## src/rtl/gie_pkg.sv

```systemverilog
package gie_pkg;
  function automatic int bus_shift(input int bus_w);
    return (bus_w == 32) ? 2 : 1;
  endfunction

  function automatic int ceil_div(input int a, input int b);
    return (a + b - 1) / b;
  endfunction
endpackage

```

## src/rtl/gie_sync_edge.sv

```systemverilog
module gie_sync_edge #(
  parameter int W = 1
) (
  input  logic         clk_i,
  input  logic         rst_ni,
  input  logic [W-1:0] pin_i,
  output logic [W-1:0] lvl_o,
  output logic [W-1:0] rise_o
);
  logic [W-1:0] s1_q, s2_q, s3_q;

  always_ff @(posedge clk_i or negedge rst_ni) begin
    if (!rst_ni) begin
      s1_q <= '0;
      s2_q <= '0;
      s3_q <= '0;
    end else begin
      s1_q <= pin_i;
      s2_q <= s1_q;
      s3_q <= s2_q;
    end
  end

  assign lvl_o  = s2_q;
  assign rise_o = s2_q & ~s3_q;
endmodule

```

## src/rtl/gie_out_bank.sv

```systemverilog
module gie_out_bank import gie_pkg::*; #(
  parameter int                 REG_W  = 8,
  parameter int                 N_PINS = 12,
  parameter int                 N_REGS = ceil_div(N_PINS, REG_W),
  parameter logic [N_PINS-1:0]  INIT   = '0
) (
  input  logic              clk_i,
  input  logic              rst_ni,
  input  logic [N_REGS-1:0] we_i,
  input  logic [REG_W-1:0]  wdata_i,
  output logic [N_PINS-1:0] q_o
);
  for (genvar k = 0; k < N_REGS; k++) begin : g_reg
    localparam int LO = k * REG_W;
    // last register may be partially populated
    localparam int W  = (N_PINS - LO < REG_W) ? (N_PINS - LO) : REG_W;
    logic [W-1:0] r_q;

    always_ff @(posedge clk_i or negedge rst_ni) begin
      if (!rst_ni)      r_q <= INIT[LO +: W];
      else if (we_i[k]) r_q <= wdata_i[W-1:0];
    end

    assign q_o[LO +: W] = r_q;
  end
endmodule

```

## src/rtl/gie_pend.sv

```systemverilog
module gie_pend #(
  parameter int N = 16
) (
  input  logic         clk_i,
  input  logic         rst_ni,
  input  logic         ack_i,
  input  logic [N-1:0] rise_i,
  output logic [N-1:0] pend_o,
  output logic         irq_o
);
  logic [N-1:0] pend_q, pend_d;
  logic         irq_q;

  // new events win over a same-cycle ack
  assign pend_d = (ack_i ? '0 : pend_q) | rise_i;

  always_ff @(posedge clk_i or negedge rst_ni) begin
    if (!rst_ni) begin
      pend_q <= '0;
      irq_q  <= 1'b0;
    end else begin
      pend_q <= pend_d;
      irq_q  <= ~ack_i & (|pend_d);
    end
  end

  assign pend_o = pend_q;
  assign irq_o  = irq_q;
endmodule

```

## src/rtl/gpio_irq_expander.sv

```systemverilog
module gpio_irq_expander import gie_pkg::*; #(
  parameter int               BUS_W     = 16,
  parameter int               REG_W     = 8,
  parameter int               ADDR_W    = 8,
  parameter int               N_OUT     = 12,
  parameter int               N_IN      = 10,
  parameter int               N_IRQ     = 10,
  parameter int               OUT_START = 0,
  parameter int               IN_START  = 2,
  parameter int               ACK_REG   = 4,
  parameter bit               INV_ACK   = 1'b0,
  parameter logic [N_OUT-1:0] OUT_INIT  = 12'h5A3
) (
  input  logic              clk_i,
  input  logic              rst_ni,
  input  logic [ADDR_W-1:0] addr_i,
  input  logic [BUS_W-1:0]  wdata_i,
  input  logic              rd_i,
  input  logic              wr_i,
  output logic [BUS_W-1:0]  rdata_o,
  input  logic [N_IN-1:0]   in_pins_i,
  output logic [N_OUT-1:0]  out_pins_o,
  output logic              irq_o
);
  localparam int          SHIFT  = bus_shift(BUS_W);
  localparam int          IDX_W  = ADDR_W - SHIFT;
  localparam int          N_OREG = ceil_div(N_OUT, REG_W);
  localparam int          N_IREG = ceil_div(N_IN, REG_W);
  localparam int          IN_PAD = N_IREG * REG_W;
  localparam logic [15:0] ACK_PAT = INV_ACK ? 16'h0000 : 16'hFFFF;

  logic [IDX_W-1:0]  idx;
  logic              unused_lo;
  logic              ack_sel, ack_hit;
  logic [N_OREG-1:0] out_we;
  logic [N_IN-1:0]   in_lvl, in_rise;
  logic [IN_PAD-1:0] in_pad;
  logic [N_IRQ-1:0]  pend;
  logic [BUS_W-1:0]  rd_val, rdata_q;

  assign idx       = addr_i[ADDR_W-1:SHIFT];
  assign unused_lo = ^addr_i[SHIFT-1:0];
  assign ack_sel   = (32'(idx) == 32'(ACK_REG));
  assign ack_hit   = wr_i & ack_sel & (wdata_i[15:0] == ACK_PAT);

  for (genvar k = 0; k < N_OREG; k++) begin : g_owe
    assign out_we[k] = wr_i & (32'(idx) == 32'(OUT_START + k));
  end

  gie_out_bank #(
    .REG_W (REG_W),
    .N_PINS(N_OUT),
    .N_REGS(N_OREG),
    .INIT  (OUT_INIT)
  ) u_out (
    .clk_i  (clk_i),
    .rst_ni (rst_ni),
    .we_i   (out_we),
    .wdata_i(wdata_i[REG_W-1:0]),
    .q_o    (out_pins_o)
  );

  gie_sync_edge #(.W(N_IN)) u_sync (
    .clk_i (clk_i),
    .rst_ni(rst_ni),
    .pin_i (in_pins_i),
    .lvl_o (in_lvl),
    .rise_o(in_rise)
  );

  gie_pend #(.N(N_IRQ)) u_pend (
    .clk_i (clk_i),
    .rst_ni(rst_ni),
    .ack_i (ack_hit),
    .rise_i(in_rise[N_IRQ-1:0]),
    .pend_o(pend),
    .irq_o (irq_o)
  );

  assign in_pad = IN_PAD'(in_lvl);

  always_comb begin
    rd_val = '0;
    for (int k = 0; k < N_IREG; k++) begin
      if (32'(idx) == 32'(IN_START + k)) rd_val = BUS_W'(in_pad[k*REG_W +: REG_W]);
    end
    if (ack_sel) rd_val = BUS_W'(pend);
  end

  always_ff @(posedge clk_i or negedge rst_ni) begin
    if (!rst_ni)   rdata_q <= '0;
    else if (rd_i) rdata_q <= rd_val;
  end

  assign rdata_o = rdata_q;
endmodule

```

## config.mk

```make
export PLATFORM = sky130hd
export DESIGN_NAME = gpio_irq_expander
export DESIGN_NICKNAME = d
export VERILOG_FILES = /design/src/rtl/gie_pkg.sv /design/src/rtl/gie_sync_edge.sv /design/src/rtl/gie_out_bank.sv /design/src/rtl/gie_pend.sv /design/src/rtl/gpio_irq_expander.sv
export SDC_FILE = /design/constraint.sdc
export NUM_CORES = 1
export LEC_CHECK = 0
export BUFFER_PORTS_ARGS = -buffer_cell sky130_fd_sc_hd__buf_2
export CAP_MARGIN = 10
export CELL_PAD_IN_SITES_DETAIL_PLACEMENT = 0
export CELL_PAD_IN_SITES_GLOBAL_PLACEMENT = 1
export CORE_MARGIN = 4
export CORE_UTILIZATION = 44
export DETAILED_ROUTE_END_ITERATION = 8
export GPL_TIMING_DRIVEN = 0
export PLACE_DENSITY = 0.85
export SLEW_MARGIN = 20
export SYNTH_ARGS = -nofsm -noshare
export SYNTH_HDL_FRONTEND = slang
export SYNTH_SLANG_ARGS = --single-unit
```

## constraint.sdc

```tcl
create_clock -name clk_i -period 2.19 [get_ports clk_i]
set_clock_uncertainty 0.1 [all_clocks]
set_input_delay 0.438 -clock clk_i [delete_from_list [all_inputs] [get_ports clk_i]]
set_output_delay 0.438 -clock clk_i [all_outputs]
set_load 0.03 [all_outputs]
```

==> results of run 1 <==
-- flip-flops by register name, indices dropped and copies added (netlist names) --
register,cells
u_out.g.r_q,12
rdata_o,10
u_pend.pend_o,10
u_sync.lvl_o,10
u_sync.s1_q,10
u_sync.s3_q,10
u_pend.irq_o,1
-- power by group through the flow --
| stage | sequential [W] | combinational, W | clock [W] |
|---|---|---|---|
| final | 0.00124 | 0.000201 | 0.000992 |
| after global routing | 0.00125 | 0.000220 | 0.00109 |
| after CTS | 0.00124 | 0.000205 | 0.00102 |
| after detailed placement | 0.00126 | 0.000204 | 0 |
| after global placement | 0.00126 | 0.000202 | 0 |
| after floorplan | 0.00130 | 0.0000722 | 0 |
-- how the worst max path moves through the flow --
stage	startpoint	to	slack (ps)	cells after the start
5_1_grt	addr_i[4]	rdata_o[0]	170	6
4_1_cts	addr_i[4]	rdata_o[4]	280	6
6_report	addr_i[4]	rdata_o[4]	300	6
3_3_place_gp	addr_i[4]	rdata_o[4]	-50	6
2_1_floorplan	addr_i[4]	u_out.g_reg[0].r_q[2]	210	6
3_5_place_dp	addr_i[4]	rdata_o[4]	-60	6
-- per-stage QoR --
step                hold WS (ps)  TNS, ps  worst slack, ps  std cells  instance area [sq um]
floorplan                   42.4        0              206        165                   2350
global placement             231     -231            -54.4        294                   2730
detailed placement           235     -352            -62.3        294                   2730
CTS                         89.3        0              281        309                   2930
global route                84.6        0              172        309                   2930
finish                      78.7        0              299        309                   2930
-- placed cells by master (no fill, tap or decap), types with 3 or more instances in the layout --
master,synthesis,final
nor4_1,3,3
a21o_1,5,5
conb_1,1,6
clkbuf_8,0,11
buf_4,6,7
mux2_2,4,4
nand2_1,18,18
mux2_4,8,8
buf_6,3,3
nor2b_1,5,5
nand4_1,4,4
a22oi_1,6,6
dfstp_2,6,6
a22o_1,5,5
nand2b_1,5,5
buf_2,0,58
inv_1,4,4
dfrtp_1,57,57
-- layer usage --
metal	wire, microns	share of wire [%]	up-vias	GRT usage [%]
met3	337	7.7	12	4.10
met5	0	0	-	0
met2	2010	46	53	22.4
met1	1870	43	677	19.4
met4	131	3.0	0	10.1
li1	-	-	702	-
-- layout make-up --
| cell class | instances | area share, % |
|---|---|---|
| timing repair buffer | 59 | 10.2 |
| sequential | 63 | 54.0 |
| multi-input combinational | 88 | 22.7 |
| clock buffer | 12 | 5.29 |
| clock inverter | 3 | 1.45 |
| buffer | 10 | 2.82 |
| inverter | 4 | 0.512 |
| tap | 70 | 2.99 |
-- synthesized netlist by cell type --
cell type / count / area [sq um]
nor4_2: 2 / 25.0
or3_1: 1 / 6.26
nand3_1: 2 / 10.0
nor3_4: 1 / 16.3
a21bo_1: 1 / 10.0
nor3_1: 1 / 5.00
or4_4: 1 / 11.3
conb_1: 1 / 3.75
a22oi_1: 6 / 45.0
inv_1: 4 / 15.0
or4_1: 1 / 7.51
nor2b_1: 5 / 31.3
mux2_4: 8 / 120
a22o_1: 5 / 43.8
nor4_4: 1 / 21.3
buf_4: 6 / 45.0
o21ai_0: 2 / 10.0
o31a_1: 1 / 8.76
a21o_1: 5 / 37.5
nand2_1: 18 / 67.6
mux2_2: 4 / 45.0
dfstp_2: 6 / 158
mux2i_1: 2 / 20.0
nor4_1: 3 / 18.8
nand4_1: 4 / 25.0
clkbuf_1: 1 / 3.75
dfrtp_1: 57 / 1430
nand2b_1: 5 / 31.3
a21bo_2: 1 / 10.0
o2111ai_1: 1 / 8.76
o2bb2ai_1: 1 / 8.76
buf_6: 3 / 33.8
-- cell families (layout without fill, tap and decap cells) --
group	Yosys count	after routing
DFF	63	63
AOI/OAI and AO/OA	23	23
buffers and inverters	14	88
muxes	14	14
and+or+nand+nor	45	45
other	1	6
-- worst max-delay path, delay by kind of cell --
kind                   cells  cell delay [ps]
buffers and inverters      2              240
AND/OR/NAND/NOR            4             1380
==> flow_summary.json, run 1 <==
{
  "status": "completed",
  "ys_seq_area_share_pct": 68.0,
  "yosysUniqueCellTypes": 32,
  "worstHoldPathType": "input port to async pin",
  "cts_hold_buffers": 0,
  "die-area_sq_um": 6520,
  "tightest_slew_ps": 751,
  "yosys.area_share.adder_pct": 0,
  "port_buffers": 59,
  "synth_simple_gate_area_share_pct": 11.9,
  "path_class": "input port to flip-flop",
  "r2r_slack_ps": 650,
  "die_x_microns": 80.8,
  "totalWireLength_microns": 4350,
  "globalRoute.totalOverflow": 0,
  "ff2ff_path_depth": 3,
  "power_w": 0.00243,
  "cts.clk_slew.worst_paths_ps": 70,
  "vias": 1444,
  "seq_power_share_pct": 51.0,
  "muxShareOfSynthArea_pct": 7.95,
  "r2r-end": "u_pend.irq_o",
  "power.leakage_nw": 1.44,
  "gp_congestion": 0.720,
  "cts_tree": "yes",
  "p_switching_w": 0.000558,
  "period_needed_ps": 1890,
  "rsz0062_at_grt": "false",
  "synth_xor_area_share_pct": 0,
  "endpoint_kind": "flip-flop",
  "timing.rr.start": "u_sync.lvl_o[7]",
  "grt_use_total_pct": 15.1,
  "p_per_area_nw_per_um2": 830,
  "grt_max_degree": 64,
  "intPower_w": 0.00188,
  "grt_pass1_vias": 1490,
  "core_area_sq_um": 5110,
  "clkPwrFrac_pct": 40.8,
  "cts.sinks": 63,
  "wl_per_cell_microns": 14.1,
  "max_freq_mhz": 529,
  "dpl.hpwl_microns": 3050,
  "p_comb_share_pct": 8.3,
  "drt-pass1-iter-count": 4,
  "irDropWorstVdd_v": 0.000489,
  "cts_setup_buffers": 0,
  "synth_area_per_cell_sq_um": 14.6,
  "drcViolationCount": 0,
  "synth_compound_area_share_pct": 7.84,
  "critPathMaxFanout": 6,
  "maxSlewHeadroom_pct": 49.9,
  "crit_path_max_incr_delay_ps": 620,
  "slowest_stage": "nor4_2",
  "drive_above_1_share_pct": 44.4,
  "cp.required_ps": 2360,
  "die_y_microns": 80.8,
  "io_pins": 67,
  "cts_buffers": 9,
  "finalMaxSlewViolations": 0,
  "post-route-period-util_pct": 86.4,
  "cts_buffer_depth": 2,
  "cts_root_buf": "clkbuf_8",
  "netSwitchingFraction_pct": 22.9,
  "cp.arrival_ps": 2060,
  "setup_violations": 0,
  "drtIter0Drc": 70,
  "grt_first_pass_wirelength_microns": 7100,
  "fillCellCount": 432,
  "clock_latency_ps": 330,
  "cp_cell_sequence": "buf_2, or4_4, buf_6, nor4_2, nand2_1, nand3_1",
  "synthCells": 160,
  "rows": 26,
  "syn_to_final_growth_pct": 25.8,
  "ant_nets": 0,
  "synth_seq_cells": 63,
  "final_util_pct": 57.4,
  "fin_nets": 273,
  "syn-cell-area_sq_um": 2330,
  "antenna_found_initial": 0,
  "post_cts_resized": 0,
  "maxCapViolations": 0,
  "hold_violations": 0,
  "cts_max_level": 3,
  "yosysWarningCount": 0,
  "initial_utilization_pct": 45.6,
  "diodes": 0,
  "multi_input_area_sq_um": 667,
  "register_area_sq_um": 1580,
  "via_per_inst": 4.67,
  "worst_setup_path_start_kind": "input port",
  "synth_top_family_by_area": "simple AND/OR/NAND/NOR gates"
}
Note: power is estimated with default switching activity, not from simulation.
==> run 2: changes to the inputs <==
Settings changed: PLACE_DENSITY 0.85 to 0.83, SYNTH_HIERARCHICAL set to 1.
==> run 2 against run 1 <==
Net effect:
- sequential power about the same
- sequential cell count unchanged
- synthesized cell count down 6.9%
- cell count is 3.2% lower
- clock power about the same
- routed wire length grew 2.2%
- critical path type unchanged
==> flow_summary.json, run 2 <==
{
  "drcViolationCount": 0,
  "synth_compound_area_share_pct": 7.63,
  "crit_buf_inv": 2,
  "status": "completed",
  "synth_area_per_cell_sq_um": 15.9,
  "synth_simple_gate_area_share_pct": 14.3,
  "cts_buffers": 9,
  "endpoint_kind": "flip-flop",
  "globalRoute.totalOverflow": 0,
  "fin_nets": 262,
  "worstSetupStartpoint": "addr_i[1]",
  "cts_buffer_depth": 2,
  "hold_slack_ps": 80.6,
  "layout_commonest_cell": "buf_2",
  "rows": 26,
  "timing.rr.start": "u_sync/lvl_o[0]",
  "drive_above_1_share_pct": 51.5,
  "ff2ff_path_depth": 4,
  "critPathMaxFanout": 10,
  "layout_common_cells": "58 x buf_2, 57 x dfrtp_1, 12 x clkbuf_8, 10 x nor2b_4, 9 x a21o_1",
  "cp.required_ps": 2310,
  "grt_first_pass_wirelength_microns": 7200,
  "synth_xor_area_share_pct": 0,
  "post-route-period-util_pct": 95.4,
  "ant_nets": 0,
  "path_delay_family": "simple AND/OR/NAND/NOR gates",
  "tightest_slew_ps": 802,
  "syn-cell-area_sq_um": 2360,
  "yosysMostFrequentCell": "dfrtp_1",
  "period_needed_ps": 2090,
  "grt_pass1_vias": 1476,
  "diodes": 0,
  "syn_to_final_growth_pct": 27.7,
  "io_pins": 67,
  "cts.sinks": 63,
  "cp.arrival_ps": 2210,
  "die_x_microns": 81.3,
  "synthTopCellsByCount": "57 x dfrtp_1, 10 x nor2b_4, 9 x a21o_1",
  "wl_per_cell_microns": 14.9,
  "grt_use_total_pct": 15.0,
  "rsz0062_at_grt": "false",
  "max_freq_mhz": 479,
  "core_area_sq_um": 5140,
  "cts_tree": "yes",
  "cts_max_level": 3,
  "tns_ps": 0,
  "synthCells": 149,
  "die-area_sq_um": 6600,
  "synth_seq_cells": 63,
  "power.leakage_nw": 1.45,
  "yosysTopAreaCell": "dfrtp_1",
  "initial_utilization_pct": 46.0,
  "vias": 1448,
  "die_y_microns": 81.3,
  "cts.clk_slew.worst_paths_ps": 60,
  "cts_setup_buffers": 0,
  "ys_seq_area_share_pct": 67.1,
  "irDropWorstVdd_v": 0.000459,
  "synth_async_sr_flop_share_pct": 100,
  "largest_register": "u_out/g.r_q",
  "cts_hold_buffers": 0,
  "finalMaxSlewViolations": 0,
  "muxShareOfSynthArea_pct": 7.84,
  "slowest_stage": "or4b_4",
  "p_per_area_nw_per_um2": 822,
  "worst_setup_path_start_kind": "input port",
  "yosysUniqueCellTypes": 31,
  "hold_violations": 0,
  "worstHoldPathType": "input port to async pin",
  "gp_congestion": 0.796,
  "yosysWarningCount": 6,
  "maxCapViolations": 0,
  "yosys.area_share.adder_pct": 0,
  "synth_top_area_share_pct": 60.4,
  "via_per_inst": 4.84,
  "fillCellCount": 438,
  "r2r-end": "u_pend/irq_o",
  "port_buffers": 59,
  "crit_path_max_incr_delay_ps": 530,
  "r2r_slack_ps": 810,
  "synth_edf_count": 0,
  "grt_max_degree": 64,
  "drt-pass1-iter-count": 4,
  "cts_root_buf": "clkbuf_8",
  "setup_violations": 0,
  "antenna_found_initial": 0,
  "cp_cell_sequence": "buf_2, or4b_4, or4_4, nor4_4, inv_4, a21o_2",
  "totalWireLength_microns": 4450,
  "dpl.hpwl_microns": 3190,
  "maxSlewHeadroom_pct": 46.1,
  "largest_reg_flops": 12,
  "clock_latency_ps": 330,
  "synth_top_family_by_area": "simple AND/OR/NAND/NOR gates",
  "synth_area_leaders": "dfrtp_1 60%, dfstp_2 6.7%, nor2b_4 5.8%",
  "synth_flop_cell": "dfrtp_1",
  "drtIter0Drc": 81,
  "path_class": "input port to flip-flop"
}
## run 2: changes by cell type after synthesis, sizes merged, moves of 2 or more
cell / previous run / this run
nand2: 18 / 1
inv: 4 / 2
nor3: 2 / 4
a21bo: 2 / 0
a21o: 5 / 10
nor2b: 5 / 16
nand2b: 5 / 0
a22o: 5 / 2
a22oi: 6 / 0
o21ai: 2 / 0
a221o: 0 / 8
buf: 9 / 7
## run 2: worst reg2reg max path, cell delays in order, from the launching register on
cell     delay [ps]
dfrtp_1         400
nor2b_4         140
nor4_1          310
and3_1          220
a31oi_1          90
## run 2: final cells by class
class	count	area [sq um]	share of cell area, %
plain buffers	8	60.1	1.99
multi-input cells	80	764	25.3
flip-flops and latches	63	1580	52.5
inverters	3	13.8	0.456
clock buffers	13	169	5.60
repair buffers	59	298	9.87
well taps	70	87.6	2.90
clock inverters	3	40.0	1.33
## run 2: power by group
group,internal (W),switching [W]
sequential,0.00122,0.0000285
clock,0.000615,0.000407
combinational,0.0000875,0.000122
## run 2: stage by stage
stage                     total power (W)  setup WS, ps  instances  util [%]  area (sq um)
after floorplan                   0.00139         -28.9        154         -          2420
after global placement            0.00148          -345        283      54.6          2800
after detailed placement          0.00148          -360        283      54.6          2810
after CTS                         0.00251         -9.93        299      58.7          3020
after global routing              0.00259          29.3        299      58.7          3020
final                             0.00248           102        299      58.7          3020
## run 2: logic make-up (layout without fill, tap and decap cells)
logic type,count (synthesis),after routing
other,1,6
AOI/OAI and AO/OA,21,21
DFF,63,63
and+or+nand+nor,39,39
muxes,14,14
buffers and inverters,11,86
## run 2: per-layer routing
metal	GRT usage [%]	up-vias	routed length, microns
li1	-	677	-
met5	0	-	0
met2	23.0	45	2180
met1	18.7	717	1860
met4	8.78	0	90
met3	4.55	9	315
## run 2: worst max-delay path by stage
stage | cells after the start | to | slack [ps]
2_1_floorplan | 5 | u_pend/pend_o[0] | -30
3_3_place_gp | 6 | u_pend/pend_o[0] | -350
3_5_place_dp | 6 | u_pend/pend_o[0] | -360
4_1_cts | 6 | u_pend/pend_o[0] | -10
5_1_grt | 6 | u_pend/pend_o[0] | 30
6_report | 6 | u_pend/pend_o[0] | 100
## run 2: what timing repair did
item / 4_1_cts / 5_1_grt
cloned: 0 / 0
gates resized for setup: 0 / 1
setup endpoints to repair: 1 / 10
==> run 3: changes to the inputs <==
Settings changed: CTS_BUF_LIST set to sky130_fd_sc_hd__clkbuf_16.
==> run 3 against run 2 <==
Net effect:
- combinational power about the same
- sequential power about the same
- register-to-register slack worse by 30 ps
- fmax down 0.61%
- highest routed layer unchanged
- cell area up 3.1%
- non-clock buffer count up 1
- count of clock-buffer cells in the layout down 4
==> flow_summary.json, run 3 (synthesis gave the netlist of run 2 again) <==
{
  "cts_hold_buffers": 0,
  "cts_root_buf": "clkbuf_16",
  "hold_slack_ps": 81.5,
  "setup_violations": 0,
  "grt_use_total_pct": 15.3,
  "p_per_area_nw_per_um2": 889,
  "p_switching_w": 0.000598,
  "totalWireLength_microns": 4510,
  "antenna_found_initial": 0,
  "grt_max_degree": 64,
  "slowest_stage": "or4b_4",
  "cts_tree": "yes",
  "drive_above_1_share_pct": 50.6,
  "dpl.hpwl_microns": 3190,
  "via_per_inst": 4.87,
  "initial_utilization_pct": 46.0,
  "syn_to_final_growth_pct": 31.7,
  "cp.required_ps": 2300,
  "seq_power_share_pct": 45.2,
  "netSwitchingFraction_pct": 21.6,
  "worstSetupStartpoint": "addr_i[1]",
  "power_w": 0.00276,
  "core_area_sq_um": 5140,
  "vias": 1465,
  "worst_setup_path_start_kind": "input port",
  "largest_register": "u_out/g.r_q",
  "io_pins": 67,
  "clkPwrFrac_pct": 47.2,
  "die_x_microns": 81.3,
  "port_buffers": 59,
  "cts.clk_slew.worst_paths_ps": 50,
  "setup_slack_ps": 88.9,
  "drcViolationCount": 0,
  "r2r_slack_ps": 780,
  "p_comb_share_pct": 7.6,
  "cts_buffers": 9,
  "largest_reg_flops": 12,
  "period_needed_ps": 2100,
  "tns_ps": 0,
  "grt_first_pass_wirelength_microns": 7250,
  "tightest_slew_ps": 812,
  "dp_slack_ps": -360,
  "die_y_microns": 81.3,
  "max_freq_mhz": 476,
  "endpoint_kind": "flip-flop",
  "rows": 26,
  "drtIter0Drc": 62,
  "ff2ff_path_depth": 4,
  "power.leakage_nw": 1.49,
  "diodes": 0,
  "cts_max_level": 3,
  "path_class": "input port to flip-flop",
  "crit_path_max_incr_delay_ps": 540,
  "gp_congestion": 0.796,
  "clock_latency_ps": 320,
  "cp_cell_sequence": "buf_2, or4b_4, or4_4, nor4_4, buf_6, clkinv_4, a21o_2",
  "cts.sinks": 63,
  "rsz0062_at_grt": "false",
  "irDropWorstVdd_v": 0.000599,
  "fin_nets": 264,
  "ant_nets": 0,
  "critPathMaxFanout": 6,
  "hold_violations": 0,
  "layout_common_cells": "58 x buf_2, 57 x dfrtp_1, 10 x nor2b_4, 9 x clkbuf_16, 9 x a21o_1",
  "finalMaxSlewViolations": 0,
  "timing.rr.start": "u_sync/lvl_o[0]",
  "layout_commonest_cell": "buf_2",
  "cts_buffer_depth": 2,
  "maxCapViolations": 0,
  "maxSlewHeadroom_pct": 45.5,
  "die-area_sq_um": 6600,
  "grt_pass1_vias": 1481,
  "status": "completed",
  "worstHoldPathType": "input port to async pin",
  "intPower_w": 0.00217,
  "wl_per_cell_microns": 15.0,
  "cp.arrival_ps": 2210,
  "drt-pass1-iter-count": 4,
  "fillCellCount": 424,
  "post-route-period-util_pct": 95.9,
  "globalRoute.totalOverflow": 0
}
[run 3: per-stage QoR]
stage	util, %	instance area (sq um)	cells
final	60.5	3110	301
after global routing	60.5	3110	301
after CTS	60.4	3110	301
after detailed placement	54.6	2810	283
after global placement	54.6	2800	283
after floorplan	-	2420	154
[run 3: path summary, 6_finish.rpt]
kind | to
min reg2reg | u_sync/lvl_o[8]
min in group clk_i | u_sync/s1_q[5]
min | u_out/g_reg[0].r_q[4]
max reg2reg | u_pend/irq_o
max | u_pend/pend_o[0]
max in group asynchronous | u_sync/lvl_o[9]
[run 3: final cells by class]
class | instances | area (sq um) | share of cell area, %
plain buffers | 8 | 60.1 | 1.93
clock buffers | 9 | 225 | 7.24
clock inverters | 7 | 55.1 | 1.77
inverters | 3 | 16.3 | 0.523
multi-input cells | 80 | 764 | 24.6
flip-flops and latches | 63 | 1580 | 50.9
well taps | 70 | 87.6 | 2.82
repair buffers | 60 | 309 | 9.94
repair inverters | 1 | 8.76 | 0.282
[run 3: per-layer routing]
layer  wire length (microns)  up-vias  track usage, %
met5                       0        -               0
li1                        -      686               -
met2                    2240       43            23.1
met4                      98        0            9.12
met1                    1860      727            19.3
met3                     304        9            4.66
[run 3: power groups by stage]
stage	Sequential, W	Clock [W]	Combinational (W)
finish	0.00125	0.00130	0.000209
detailed placement	0.00127	0	0.000212
CTS	0.00125	0.00133	0.000213
floorplan	0.00131	0	0.0000793
global route	0.00125	0.00139	0.000228
global placement	0.00127	0	0.000209
[run 3: repair_timing]
| action | 4_1_cts | 5_1_grt |
|---|---|---|
| gates resized for setup | 3 | 1 |
| endpoints found under the setup margin | 7 | 10 |
| cloned | 1 | 0 |
| pin swaps | 1 | 1 |
| endpoints found under the hold margin | 0 | 0 |
| buffers inserted | 1 | 0 |
[run 3: worst max-delay path: cells and delay by family]
| kind | cells | cell delay, ps |
|---|---|---|
| simple gates | 3 | 1190 |
| compound gates | 1 | 180 |
| buf+inv | 3 | 380 |
